===== src/rtl/audio_ser_tx_pkg.sv =====
package audio_ser_tx_pkg;

    localparam int CTRL_W = 17;

    typedef enum logic [2:0] {
        ST_IDLE,
        ST_LEAD,
        ST_SHIFT,
        ST_GAP,
        ST_CLR
    } seq_state_e;

    typedef enum logic [1:0] {
        OP_HOLD,
        OP_ZERO,
        OP_LOAD,
        OP_SHIFT
    } shift_op_e;

    typedef struct packed {
        logic [1:0] chan;
        logic       inv;
        logic [1:0] just;
        logic [1:0] dly;
        logic       pcm;
        logic [4:0] wm1;
    } tx_cfg_t;

    function automatic tx_cfg_t decode_ctrl(input logic [CTRL_W-1:0] w);
        tx_cfg_t c;
        c.chan = w[16:15];
        c.inv  = w[11];
        c.just = w[10:9];
        c.dly  = w[8:7];
        c.pcm  = w[5];
        c.wm1  = w[4:0];
        return c;
    endfunction

endpackage


===== src/rtl/audio_ser_tx_edges.sv =====
module audio_ser_tx_edges (
    input  logic clk,
    input  logic rst_n,
    input  logic bclk,
    input  logic fsync,
    input  logic inv,
    input  logic pcm,
    output logic launch,
    output logic boundary
);

    logic bclk_q;
    logic fs_q;

    always_ff @(posedge clk or negedge rst_n) begin
        if (!rst_n) begin
            bclk_q <= 1'b1;
            fs_q   <= 1'b0;
        end else begin
            bclk_q <= bclk;
            if (launch) fs_q <= fsync;
        end
    end

    always_comb begin
        // Launch edge: bclk leaves its capture level (falling when inv=0).
        launch   = (bclk_q ^ inv) & ~(bclk ^ inv);
        boundary = launch & (pcm ? (fsync & ~fs_q) : (fsync ^ fs_q));
    end

endmodule


===== src/rtl/audio_ser_tx_seq.sv =====
module audio_ser_tx_seq
    import audio_ser_tx_pkg::*;
#(
    parameter int LW         = 6,
    parameter int CLR_CYCLES = 4
) (
    input  logic          clk,
    input  logic          rst_n,
    input  logic          launch,
    input  logic          boundary,
    input  logic          start,
    input  logic          clear,
    input  logic          src_valid,
    input  logic [3:0]    seg_words,
    input  logic [LW-1:0] lead,
    input  logic [4:0]    wm1,
    output shift_op_e     op,
    output logic          tx_pop,
    output logic          underrun,
    output logic          clear_busy
);

    localparam int CW = (CLR_CYCLES > 1) ? $clog2(CLR_CYCLES) : 1;

    seq_state_e    state, nxt;
    logic [3:0]    wcnt, nwc;
    logic [4:0]    bcnt, nbc;
    logic [LW-1:0] dcnt, ndc;
    logic [CW-1:0] ccnt, ncc;
    logic          take;
    logic          word_go;

    // Next-state and shifter command.
    always_comb begin
        nxt     = state;
        nwc     = wcnt;
        nbc     = bcnt;
        ndc     = dcnt;
        ncc     = ccnt;
        op      = OP_HOLD;
        take    = 1'b0;
        word_go = 1'b0;
        if (clear) begin
            nxt = ST_CLR;
            ncc = CW'(CLR_CYCLES - 1);
            op  = OP_ZERO;
        end else if (state == ST_CLR) begin
            op = OP_ZERO;
            if (ccnt == '0) nxt = ST_IDLE;
            else            ncc = ccnt - 1'b1;
        end else if (!start) begin
            nxt = ST_IDLE;
            op  = OP_ZERO;
        end else if (launch) begin
            if (boundary) begin
                nwc = '0;
                if (lead == '0) begin
                    word_go = 1'b1;
                end else begin
                    nxt = ST_LEAD;
                    ndc = lead - 1'b1;
                    op  = OP_ZERO;
                end
            end else begin
                unique case (state)
                    ST_LEAD: begin
                        if (dcnt == '0) word_go = 1'b1;
                        else begin
                            ndc = dcnt - 1'b1;
                            op  = OP_ZERO;
                        end
                    end
                    ST_SHIFT: begin
                        if (bcnt != '0) begin
                            op  = OP_SHIFT;
                            nbc = bcnt - 1'b1;
                        end else if ((wcnt + 4'd1) < seg_words) begin
                            nwc     = wcnt + 4'd1;
                            word_go = 1'b1;
                        end else begin
                            nxt = ST_GAP;
                            op  = OP_ZERO;
                        end
                    end
                    default: op = OP_ZERO;
                endcase
            end
            if (word_go) begin
                nxt  = ST_SHIFT;
                nbc  = wm1;
                op   = OP_LOAD;
                take = src_valid;
            end
        end
    end

    // State register.
    always_ff @(posedge clk or negedge rst_n) begin
        if (!rst_n) begin
            state <= ST_IDLE;
            wcnt  <= '0;
            bcnt  <= '0;
            dcnt  <= '0;
            ccnt  <= '0;
        end else begin
            state <= nxt;
            wcnt  <= nwc;
            bcnt  <= nbc;
            dcnt  <= ndc;
            ccnt  <= ncc;
        end
    end

    // Registered outputs.
    always_ff @(posedge clk or negedge rst_n) begin
        if (!rst_n) begin
            tx_pop   <= 1'b0;
            underrun <= 1'b0;
        end else begin
            tx_pop <= take;
            if (clear)                     underrun <= 1'b0;
            else if (word_go && !src_valid) underrun <= 1'b1;
        end
    end

    assign clear_busy = (state == ST_CLR);

endmodule


===== src/rtl/audio_ser_tx_shift.sv =====
module audio_ser_tx_shift
    import audio_ser_tx_pkg::*;
#(
    parameter int DW = 32
) (
    input  logic          clk,
    input  logic          rst_n,
    input  shift_op_e     op,
    input  logic          in_valid,
    input  logic [DW-1:0] data,
    input  logic [4:0]    wm1,
    output logic          sdo
);

    logic [DW-1:0] shreg;
    logic [DW-1:0] fresh;

    // MSB of the selected width lands in the top bit; wider bits fall off.
    always_comb fresh = in_valid ? (data << (DW - 1 - int'(wm1))) : '0;

    always_ff @(posedge clk or negedge rst_n) begin
        if (!rst_n) begin
            shreg <= '0;
            sdo   <= 1'b0;
        end else begin
            unique case (op)
                OP_LOAD: begin
                    sdo   <= fresh[DW-1];
                    shreg <= fresh << 1;
                end
                OP_SHIFT: begin
                    sdo   <= shreg[DW-1];
                    shreg <= shreg << 1;
                end
                OP_ZERO: sdo <= 1'b0;
                default: ;
            endcase
        end
    end

endmodule


===== src/rtl/audio_ser_tx.sv =====
module audio_ser_tx
    import audio_ser_tx_pkg::*;
#(
    parameter int DW         = 32,
    parameter int HALF_BITS  = 32,
    parameter int CLR_CYCLES = 4
) (
    input  logic              clk,
    input  logic              rst_n,
    input  logic              bclk,
    input  logic              fsync,
    input  logic [CTRL_W-1:0] ctrl,
    input  logic              start,
    input  logic              clear,
    input  logic              tx_valid,
    input  logic [DW-1:0]     tx_data,
    output logic              tx_pop,
    output logic              sdo,
    output logic              underrun,
    output logic              clear_busy
);

    localparam int LW = $clog2(HALF_BITS + 1);

    tx_cfg_t       cfg;
    logic          launch;
    logic          boundary;
    logic [3:0]    seg_words;
    logic [LW-1:0] lead;
    int            span;
    shift_op_e     op;

    always_comb begin
        cfg       = decode_ctrl(ctrl);
        seg_words = cfg.pcm ? {{1'b0, cfg.chan} + 3'd1, 1'b0}
                            : {1'b0, {1'b0, cfg.chan} + 3'd1};
        span      = int'(seg_words) * (int'(cfg.wm1) + 1);
        if (cfg.pcm)               lead = LW'(cfg.dly);
        else if (cfg.just == 2'd0) lead = LW'(1);
        else if (cfg.just == 2'd2) lead = (span >= HALF_BITS) ? '0 : LW'(HALF_BITS - span);
        else                       lead = '0;
    end

    audio_ser_tx_edges u_edges (
        .clk      (clk),
        .rst_n    (rst_n),
        .bclk     (bclk),
        .fsync    (fsync),
        .inv      (cfg.inv),
        .pcm      (cfg.pcm),
        .launch   (launch),
        .boundary (boundary)
    );

    audio_ser_tx_seq #(
        .LW         (LW),
        .CLR_CYCLES (CLR_CYCLES)
    ) u_seq (
        .clk        (clk),
        .rst_n      (rst_n),
        .launch     (launch),
        .boundary   (boundary),
        .start      (start),
        .clear      (clear),
        .src_valid  (tx_valid),
        .seg_words  (seg_words),
        .lead       (lead),
        .wm1        (cfg.wm1),
        .op         (op),
        .tx_pop     (tx_pop),
        .underrun   (underrun),
        .clear_busy (clear_busy)
    );

    audio_ser_tx_shift #(
        .DW (DW)
    ) u_shift (
        .clk      (clk),
        .rst_n    (rst_n),
        .op       (op),
        .in_valid (tx_valid),
        .data     (tx_data),
        .wm1      (cfg.wm1),
        .sdo      (sdo)
    );

endmodule


===== config.mk =====
export PLATFORM = sky130hd
export DESIGN_NAME = audio_ser_tx
export DESIGN_NICKNAME = d
export VERILOG_FILES = /design/src/rtl/audio_ser_tx_pkg.sv /design/src/rtl/audio_ser_tx_edges.sv /design/src/rtl/audio_ser_tx_seq.sv /design/src/rtl/audio_ser_tx_shift.sv /design/src/rtl/audio_ser_tx.sv
export SDC_FILE = /design/constraint.sdc
export NUM_CORES = 1
export LEC_CHECK = 0
export BUFFER_PORTS_ARGS = -buffer_cell sky130_fd_sc_hd__buf_2
export CAP_MARGIN = 15
export CELL_PAD_IN_SITES_DETAIL_PLACEMENT = 1
export CELL_PAD_IN_SITES_GLOBAL_PLACEMENT = 2
export CORE_AREA = 3 3 130 132
export CTS_CLUSTER_DIAMETER = 100
export CTS_CLUSTER_SIZE = 10
export DETAILED_ROUTE_END_ITERATION = 16
export DIE_AREA = 0 0 133 135
export PLACE_DENSITY_LB_ADDON = 0.1
export SLEW_MARGIN = 20
export SYNTH_ARGS = -nofsm -noshare
export SYNTH_HDL_FRONTEND = slang
export SYNTH_SLANG_ARGS = --single-unit

===== constraint.sdc =====
create_clock -name clk -period 3.3 [get_ports clk]
set_clock_uncertainty 0.2 [all_clocks]
set_input_delay 0.33 -clock clk [delete_from_list [all_inputs] [get_ports clk]]
set_output_delay 0.33 -clock clk [all_outputs]
set_load 0.005 [all_outputs]

==> flow_metrics.tcl, run 1 <==
set metrics [dict create \
    outcome "finished with violations" \
    violations "setup timing" \
    drt_wl_total_um 20500 \
    final_cells 996 \
    cp.depth 17 \
    crit_fanout 8 \
    reg2reg_depth 11 \
    ff2ff_setup_slack_ps -130 \
    synthDistinctLibCells 72 \
    drt_iter0_markers 297 \
    grt_pass1_wl_um 32400 \
    rows 46 \
    r2r-start "u_seq.bcnt[0]$_DFFE_PN0P_" \
    worst-path-buf-inv 4 \
    crit_chain "buf_8, ha_4, mux2i_4, or2_4, fa_1, inv_1, fa_1, ha_4, a211o_1, a221oi_4, o221ai_4, or4_4, o21ai_4, buf_12, buf_12, a21oi_4, o31ai_2" \
    io_pins 60 \
    maxCapViolCount 0 \
    min_period_ps 4500 \
    slew_headroom_pct 49.2 \
    peakVddDrop_mv 0.223 \
    synth_fp_nets 760 \
    nNetsFinal 867 \
    synth_cells 671 \
    root_buffer "clkbuf_16" \
    drc 0 \
    cts.sinks 56 \
    drv_slew 0 \
    num_vias 5825 \
    dp.cells 967 \
    grt_max_degree 39 \
    hold_class "input pin to flip-flop" \
    p_total_w 0.00302 \
    core_area_um2 15800 \
    yosysWarnings 0 \
    syn2layout_area_growth_pct 36.1 \
    die_w_um 133 \
    start_kind "input pin" \
    numPortBuffers 55 \
    fin_setup_tns_ps -51070 \
    viasPerCell 5.85 \
    grt_pass1_vias 6190 \
    hold_viol 0 \
    synth_top_area_share_pct 23.7 \
    switchingPower_w 0.00121 \
    htree_levels 2 \
    drive_above_1_share_pct 39.0 \
    ys_seq_elements 56 \
    grt_usage_pct 22.1 \
    crit_slowest_cell "fa_1" \
    p_seq_share_pct 32.1 \
    clkLatencyLatePin_ps 310 \
    dp_hpwl_um 14500 \
    clockBufferDepth 2 \
    dr.pass1.iters 5 \
    initial_utilization_pct 36.6 \
    grt_overflow 0 \
    synth.avg_cell_area_um2 8.64 \
    internal_power_w 0.00181 \
    critPathTopFamily "adder cells" \
    clk_pin_slew_ps 90 \
    tightest_slew_ps 752 \
    worstSetupEndpoint "u_shift.shreg[19]$_DFFE_PN0P_" \
    p_clk_share_pct 18.8 \
    async_reset_ff_share_pct 100 \
    die_h_um 135 \
    dieArea_um2 18000 \
    max_freq_ghz 0.222 \
    switching_share_pct 40.0 \
    yosysTopAreaCell "dfrtp_1" \
    power_frac_comb_pct 49.0 \
    setup.worst_path.start "ctrl[15]" \
    synthFlopType "dfrtp_1" \
    synth_edf_count 0 \
    crit_required_ps 3320 \
    critPathArrivalTime_ps 4530 \
    synth.area.top_cells "dfrtp_1 (24%), mux4_2 (10%), mux2i_1 (7.1%), ha_1 (5.4%), nor2_1 (5.1%)" \
    setup_viol 47 \
    numCtsBuffers 5 \
    critical_path.max_stage_delay_ps 570 \
    critical_path_class "input pin to flip-flop" \
    syn_area_um2 5800 \
    ant_nets 0 \
    leakage_nw 3.25 \
    r2r_end "u_shift.shreg[24]$_DFFE_PN0P_" \
    crit_path_end_kind "flip-flop" \
    avgRoutedWirePerCell_um 20.6 \
    seq_area_frac_synth_pct 24.2 \
    setup_slack_ps -1200 \
    power.density_nw_per_um2 383 \
    timing.final.crit_share_pct 137 \
    antenna_found_initial 1 \
    routabilityCongestion 0.836 \
    rsz0062_at_grt "yes" \
    cts_tree "built" \
]
[layout by cell type, fill, tap and decap left out, types with 18 or more instances in the layout]
| cell | synthesis | final |
|---|---|---|
| mux2i_1 | 41 | 39 |
| mux4_2 | 27 | 27 |
| o21ai_0 | 46 | 36 |
| buf_2 | 9 | 53 |
| dfrtp_1 | 55 | 55 |
| a21oi_1 | 30 | 18 |
| nor2_1 | 78 | 75 |
| inv_1 | 30 | 29 |
| ha_1 | 25 | 19 |
| a31oi_1 | 32 | 23 |
| nand2_1 | 41 | 36 |
| buf_4 | 0 | 75 |
[Yosys cell counts (4+ instances only)]
| library cell | instances |
|---|---|
| o31ai_1 | 8 |
| mux4_2 | 27 |
| nor3_1 | 16 |
| ha_1 | 25 |
| nor2_1 | 78 |
| clkbuf_1 | 32 |
| mux2i_1 | 41 |
| fa_1 | 8 |
| o211ai_1 | 16 |
| o21ai_0 | 46 |
| nor4_1 | 4 |
| mux2_2 | 17 |
| o21ai_1 | 4 |
| nand2_1 | 41 |
| buf_6 | 4 |
| inv_1 | 30 |
| dfrtp_1 | 55 |
| nor2b_1 | 6 |
| or3_1 | 4 |
| a21oi_1 | 30 |
| xnor2_1 | 6 |
| or2_2 | 6 |
| buf_1 | 6 |
| nand2b_1 | 8 |
| o2111ai_1 | 5 |
| nor3b_1 | 4 |
| buf_2 | 9 |
| nand3_1 | 32 |
| a31oi_1 | 32 |
| and3_1 | 4 |
| a22o_1 | 6 |
| xor2_1 | 4 |
[flip-flops by register name (all words and copies together), names as in the netlist]
name and count:
u_seq.underrun 1, u_shift.sdo 1, u_seq.bcnt 5, u_seq.dcnt 6
u_seq.tx_pop 1, u_edges.fs_q 1, u_seq.ccnt 2, u_edges.bclk_q 1
u_seq.wcnt 4, u_seq.state 3, u_shift.shreg 31
[repair_timing]
item	in CTS	in global routing
setup buffers	3	7
setup endpoints to repair	47	47
pin swaps	11	63
gates resized for setup	36	66
cloned	4	5
endpoints found under the hold margin	18	0
hold buffers	2	0
[power groups by stage]
stage / combinational, W / sequential (W) / clock (W)
4_1_cts: 0.00136 / 0.000939 / 0.000581
5_1_grt: 0.00163 / 0.000989 / 0.000614
3_5_place_dp: 0.00129 / 0.000950 / 0
2_1_floorplan: 0.000857 / 0.000919 / 0
6_report: 0.00148 / 0.000971 / 0.000568
3_3_place_gp: 0.00126 / 0.000943 / 0
[cells by family after synthesis]
kind of cell | share of synthesized area, %
simple gates | 18.7
fa+ha+maj | 8.16
compound gates | 20.4
mux | 21.1
buf+inv | 5.96
xor+xnor | 1.51
flops | 24.2
[per-layer routing]
layer  global-route usage, %  share of wire (%)  up-vias
li1                        -                  -     2754
met1                    26.8                 43     2951
met2                    40.5                 53       82
met3                    3.02                2.1       38
met4                    6.87                2.4        0
met5                       0                  0        -
[metrics by stage]
stage	hold WS, ps	cell area (um2)	worst slack (ps)	util (%)
floorplan	-166	6100	-1560	-
global placement	104	6940	-1620	43.8
detailed placement	112	6940	-1740	43.8
CTS	53.6	7360	-1150	46.5
global route	53.6	7890	-1360	49.8
finish	51.4	7890	-1200	49.8
[layout make-up]
| type | count | area, um2 |
|---|---|---|
| well taps | 216 | 270 |
| flip-flops and latches | 56 | 1400 |
| fillers | 1813 | 7940 |
| inverters | 30 | 113 |
| diodes | 1 | 2.50 |
| repair buffers | 147 | 1150 |
| clock inverters | 3 | 21.3 |
| multi-input cells | 538 | 4800 |
| clock buffers | 5 | 125 |
[how the worst min path moves through the flow]
stage | depth (start not counted) | end | startpoint
final | 2 | u_seq.underrun$_DFFE_PN0P_ | clear
after global routing | 2 | u_seq.underrun$_DFFE_PN0P_ | clear
after CTS | 2 | u_seq.underrun$_DFFE_PN0P_ | clear
after detailed placement | 1 | u_edges.fs_q$_DFFE_PN0P_ | rst_n
after global placement | 1 | u_edges.fs_q$_DFFE_PN0P_ | rst_n
after floorplan | 0 | u_edges.fs_q$_DFFE_PN0P_ | rst_n
No activity file was read; power rests on OpenSTA's default activity.
==> inputs of run 2 (changes only) <==
- CELL_PAD_IN_SITES_DETAIL_PLACEMENT: 1 -> not set
- CELL_PAD_IN_SITES_GLOBAL_PLACEMENT: 2 -> not set
- CORE_AREA: 3 3 130 132 -> 3 3 117 119
- DIE_AREA: 0 0 133 135 -> 0 0 120 122
- PLACE_DENSITY_LB_ADDON: 0.1 -> not set
- SYNTH_HIERARCHICAL: not set -> 1
- clock period: 3.3 -> 4.4 ns (I/O delays scaled with it)
==> flow_metrics.tcl, run 2 <==
set metrics [dict create \
    outcome "finished with violations" \
    violations "setup timing" \
    drt_iter0_markers 506 \
    finalCoreUtilization_pct 60.9 \
    setup_viol 47 \
    avgRoutedWirePerCell_um 17.5 \
    hold_viol 0 \
    cts_tree "built" \
    fillers 1077 \
    crit_fanout 8 \
    rsz0062_at_grt "yes" \
    grt_overflow 0 \
    yosysMostFrequentCell "nand2_1" \
    grt_max_degree 57 \
    r2r-start "u_seq/wcnt[0]$_DFFE_PN0P_" \
    fin_hold_ws_ps 78.9 \
    clk_pin_slew_ps 70 \
    final_cell_mix "nand2_1 (72), buf_4 (67), nor2_1 (60), dfrtp_1 (55), buf_2 (53)" \
    crit_path_end_kind "flip-flop" \
    synth_compound_area_share_pct 19.8 \
    antennaDiodeCount 0 \
    r2r_end "u_shift/shreg[28]$_DFFE_PN0P_" \
    die_w_um 120 \
    crit_top_cell "buf_6" \
    cts.sinks 56 \
    synthMuxAreaShare_pct 19.4 \
    synth_fa_ha_area_share_pct 8.55 \
    ff2ff_setup_slack_ps 830 \
    synthDistinctLibCells 86 \
    synth_fp_nets 729 \
    final_cells 936 \
    num_vias 5569 \
    syn2layout_area_growth_pct 35.9 \
    max_freq_ghz 0.189 \
    synth_edf_count 0 \
    synth_top_family_by_area "compound AO/OA/AOI/OAI gates" \
    dr.pass1.iters 5 \
    numCtsBuffers 5 \
    crit_slowest_cell "fa_1" \
    syn_area_um2 5680 \
    dieArea_um2 14600 \
    nNetsFinal 854 \
    drt_wl_total_um 16400 \
    initial_utilization_pct 44.8 \
    crit_required_ps 4420 \
    tightest_slew_ps 1060 \
    numPortBuffers 55 \
    grt_usage_pct 21.8 \
    min_period_ps 5280 \
    core_area_um2 12700 \
    slew_headroom_pct 28.8 \
    power.density_nw_per_um2 233 \
    drv_slew 0 \
    synth_top_area_share_pct 24.3 \
    setup.worst_path.start "ctrl[15]" \
    reg_top3 "u_shift/shreg (31), u_seq/dcnt (6), u_seq/bcnt (5)" \
    critical_path.max_stage_delay_ps 490 \
    hold_class "input pin to async pin" \
    timing.final.crit_share_pct 120 \
    async_reset_ff_share_pct 100 \
    largest_register "u_shift/shreg" \
    ant_nets 0 \
    post_synth_most_frequent_cells "nand2_1 (82), nor2_1 (70), dfrtp_1 (55), inv_1 (37), mux4_2 (31)" \
    synthXorXnorAreaFrac_pct 2.16 \
    viasPerCell 5.95 \
    yosysWarnings 6 \
    worst-path-buf-inv 7 \
    reg2reg_depth 14 \
    yosysTopAreaCell "dfrtp_1" \
    grt_pass1_vias 5142 \
    cp.depth 27 \
    critPathArrivalTime_ps 5310 \
    synthSimpleGateAreaFrac_pct 19.7 \
    grt_pass1_wl_um 26100 \
    root_buffer "clkbuf_16" \
    die_h_um 122 \
    dp.cells 895 \
    critPathTopFamily "compound AO/OA/AOI/OAI gates" \
    drc 0 \
    maxCapViolCount 0 \
    setup_slack_ps -882 \
    leakage_nw 3.34 \
    seq_area_frac_synth_pct 24.7 \
    clkLatencyLatePin_ps 300 \
    start_kind "input pin" \
    drive_above_1_share_pct 41.1 \
    worstSetupEndpoint "u_shift/shreg[28]$_DFFE_PN0P_" \
    antenna_found_initial 0 \
    final_common_cell "nand2_1" \
    synth.avg_cell_area_um2 8.88 \
    ys_seq_elements 56 \
    peakVddDrop_mv 0.173 \
    dp_hpwl_um 11100 \
    io_pins 60 \
    htree_levels 2 \
    clockBufferDepth 2 \
    rows 41 \
    routabilityCongestion 0.887 \
    synthFlopType "dfrtp_1" \
    critical_path_class "input pin to flip-flop" \
    synth.area.top_cells "dfrtp_1 (24%), mux4_2 (12%), ha_1 (5.7%), nand2_1 (5.4%), nor2_1 (4.6%)" \
    synth_cells 639 \
    largest_reg_flops 31 \
]
## run 2: cell count changes after synthesis, sizes merged, moves of 9 or more
cell / delta
nand2: +41
a31oi: -19
clkbuf: -10
o21ai: -17
inv: +10
nor2: -9
mux2i: -16
nand3: -21
## run 2: worst min path at each step
| stage | startpoint | end | slack, ps | cells past startpoint |
|---|---|---|---|---|
| floorplan | rst_n | u_edges/fs_q$_DFFE_PN0P_ | -60 | 0 |
| global placement | u_seq/underrun$_DFFE_PN0P_ | u_seq/underrun$_DFFE_PN0P_ | 280 | 2 |
| detailed placement | u_shift/shreg[2]$_DFFE_PN0P_ | u_shift/shreg[3]$_DFFE_PN0P_ | 290 | 2 |
| CTS | bclk | u_edges/bclk_q$_DFF_PN1_ | 70 | 1 |
| global route | bclk | u_edges/bclk_q$_DFF_PN1_ | 80 | 1 |
| finish | rst_n | u_edges/fs_q$_DFFE_PN0P_ | 80 | 2 |
## run 2: metrics by stage
step                      total power, W  setup slack (ps)  area [um2]  TNS [ps]
final                            0.00180              -882        7710    -30070
after global routing             0.00191             -1090        7710    -40090
after global placement           0.00127             -1260        6640    -46390
after detailed placement         0.00128             -1350        6640    -50750
after CTS                        0.00176              -872        7450    -29930
after floorplan                  0.00107              -911        5860    -27960
## run 2: metal layers
layer  track usage [%]  wire (um)  vias up
li1                  -          -     2616
met1              32.8       7530     2671
met2              32.9       7340      250
met3              3.25       1230       32
met4              5.15        311        0
met5                 0          0        -
## run 2: cell type report
| type | count | area [um2] | share of cell area, % |
|---|---|---|---|
| clock buffers | 6 | 139 | 1.80 |
| clock inverters | 1 | 8.76 | 0.114 |
| inverters | 40 | 150 | 1.95 |
| multi-input cells | 510 | 4520 | 58.6 |
| flip-flops and latches | 56 | 1400 | 18.2 |
| well taps | 172 | 215 | 2.79 |
| repair buffers | 151 | 1280 | 16.5 |
## run 2: kinds of logic (layout without fill, tap and decap cells)
logic type | count (synthesis) | in the layout
AO/OA/AOI/OAI | 157 | 158
XOR/XNOR | 14 | 14
adder cells (fa/ha/maj) | 34 | 34
buffers and inverters | 75 | 198
flip-flops | 56 | 56
multiplexers | 69 | 69
AND/OR/NAND/NOR | 234 | 235
## run 2: where the power goes
| group | switching (W) | internal (W) |
|---|---|---|
| Combinational | 0.000410 | 0.000375 |
| Sequential | 0.0000360 | 0.000562 |
| Clock | 0.000192 | 0.000225 |
## run 2: what timing repair did
action                     4_1_cts  5_1_grt
pin swaps                       52       48
gates cloned                     8        3
setup endpoints to repair       47       47
setup buffers                   15       15
gates resized for setup         89       40
hold buffers                     0        0
==> inputs of run 3 (changes only) <==
- BUFFER_PORTS_ARGS: -buffer_cell sky130_fd_sc_hd__buf_2 -> -buffer_cell sky130_fd_sc_hd__clkbuf_2
==> flow_metrics.tcl, run 3 (same netlist as run 2, synthesis figures left out) <==
set metrics [dict create \
    tightest_slew_ps 841 \
    violations "setup timing" \
    drv_slew 0 \
    grt_busiest_layer "met2" \
    grtUsageMet1_pct 32.5 \
    hold_class "input pin to flip-flop" \
    fillers 1077 \
    crit_fanout 5 \
    crit_path_end_kind "flip-flop" \
    drive_above_1_share_pct 40.3 \
    reg_top3 "u_shift/shreg (31), u_seq/dcnt (6), u_seq/bcnt (5)" \
    dr.pass1.iters 4 \
    power.density_nw_per_um2 246 \
    grt_usage_pct 22.9 \
    cts.sinks 56 \
    numPortBuffers 55 \
    syn2layout_area_growth_pct 33.6 \
    routabilityCongestion 0.925 \
    initial_utilization_pct 44.8 \
    final_cells 929 \
    dieArea_um2 14600 \
    clkLatencyLatePin_ps 310 \
    critPathTopFamily "adder cells" \
    grt_pass1_wl_um 27300 \
    cts_tree "built" \
    setup_viol 47 \
    nNetsFinal 846 \
    largest_register "u_shift/shreg" \
    place_area_um2 6600 \
    hold_viol 0 \
    antennaDiodeCount 0 \
    root_buffer "clkbuf_16" \
    design_area_um2 7580 \
    num_vias 5510 \
    use_met3_pct 3.44 \
    setup_slack_ps -920 \
    max_freq_ghz 0.188 \
    largest_reg_flops 31 \
    drt_wl_total_um 16500 \
    grt_max_degree 39 \
    clk_pin_slew_ps 80 \
    drt_iter0_markers 405 \
    viasPerCell 5.93 \
    drc 0 \
    min_period_ps 5320 \
    die_w_um 120 \
    grt_overflow 0 \
    final_cell_mix "nand2_1 (75), buf_4 (67), nor2_1 (64), dfrtp_1 (55), clkbuf_2 (52)" \
    ant_nets 0 \
    timing.final.crit_share_pct 121 \
    rsz0062_at_grt "yes" \
    critical_path_class "input pin to flip-flop" \
    crit_required_ps 4370 \
    crit_slowest_cell "fa_2" \
    critPathArrivalTime_ps 5290 \
    grtUsageMet2_pct 36.8 \
    peakVddDrop_mv 0.137 \
    core_area_um2 12700 \
    start_kind "input pin" \
    rows 41 \
    dp_hpwl_um 11400 \
    numCtsBuffers 5 \
    grt_pass1_vias 5422 \
    clockBufferDepth 2 \
    htree_levels 2 \
    leakage_nw 3.26 \
    worst-path-buf-inv 6 \
    antenna_found_initial 0 \
    critical_path.max_stage_delay_ps 570 \
    die_h_um 122 \
    io_pins 60 \
    slew_headroom_pct 43.3 \
    avgRoutedWirePerCell_um 17.7 \
    outcome "finished with violations" \
    maxCapViolCount 0 \
    final_common_cell "nand2_1" \
    dp.cells 891 \
]
-- run 3: changes by cell type in the layout (fill, tap and decap cells not counted), sizes merged --
cell	change
buf	-58
clkbuf	+51
and2	-1
bufbuf	-1
bufinv	+1
dlygate4sd3	+1
-- run 3: path summary, 6_finish.rpt --
| kind | startpoint | endpoint | slack (ps) | cells past startpoint |
|---|---|---|---|---|
| max in group asynchronous | rst_n | u_shift/shreg[13]$_DFFE_PN0P_ | 2640 | 3 |
| hold reg to reg | u_seq/wcnt[3]$_DFFE_PN0P_ | u_seq/wcnt[3]$_DFFE_PN0P_ | 310 | 2 |
| setup reg to reg | u_seq/bcnt[0]$_DFFE_PN0P_ | u_shift/shreg[25]$_DFFE_PN0P_ | 860 | 13 |
| min in group asynchronous | rst_n | u_seq/tx_pop$_DFF_PN0_ | 460 | 2 |
| setup / recovery | ctrl[15] | u_shift/shreg[23]$_DFFE_PN0P_ | -920 | 26 |
| hold / removal | bclk | u_edges/bclk_q$_DFF_PN1_ | 70 | 1 |
-- run 3: stage by stage --
step | hold slack, ps | utilization (%) | setup slack, ps | power (W) | setup TNS (ps)
final | 65.1 | 59.8 | -920 | 0.00186 | -30780
after global routing | 69.4 | 59.8 | -1120 | 0.00198 | -40570
after CTS | 61.1 | 58.3 | -875 | 0.00184 | -30590
after detailed placement | 263 | 52.1 | -1550 | 0.00128 | -58690
after global placement | 270 | 52.1 | -1340 | 0.00126 | -50320
after floorplan | -55.6 | - | -911 | 0.00107 | -27960
-- run 3: area by class of cell --
type                       instances  area, um2  share of cell area (%)
clock inverter                     2       38.8                   0.512
clock buffer                       6        139                    1.83
sequential                        56       1400                    18.5
timing repair buffer             144       1110                    14.7
inverter                          40        153                    2.01
multi-input combinational        509       4520                    59.6
tap                              172        215                    2.84
-- run 3: repair_timing --
action,CTS,global route
buffers inserted,20,11
pin swaps,38,33
resized for setup,89,35
cloned,4,0
hold buffers,1,0
hold endpoints to repair,20,0
endpoints found under the setup margin,47,47
-- run 3: power breakdown --
group	internal, W	leakage [nW]	switching, W
clock	0.000286	0.0871	0.000198
sequential	0.000562	0.716	0.0000365
combinational	0.000365	2.45	0.000415
total	0.00121	3.26	0.000650
-- run 3: layer usage --
metal / part of all wire [%] / routed length [um]
met5: 0 / 0
met4: 1.5 / 243
met3: 5.1 / 845
met2: 47 / 7680
met1: 47 / 7680
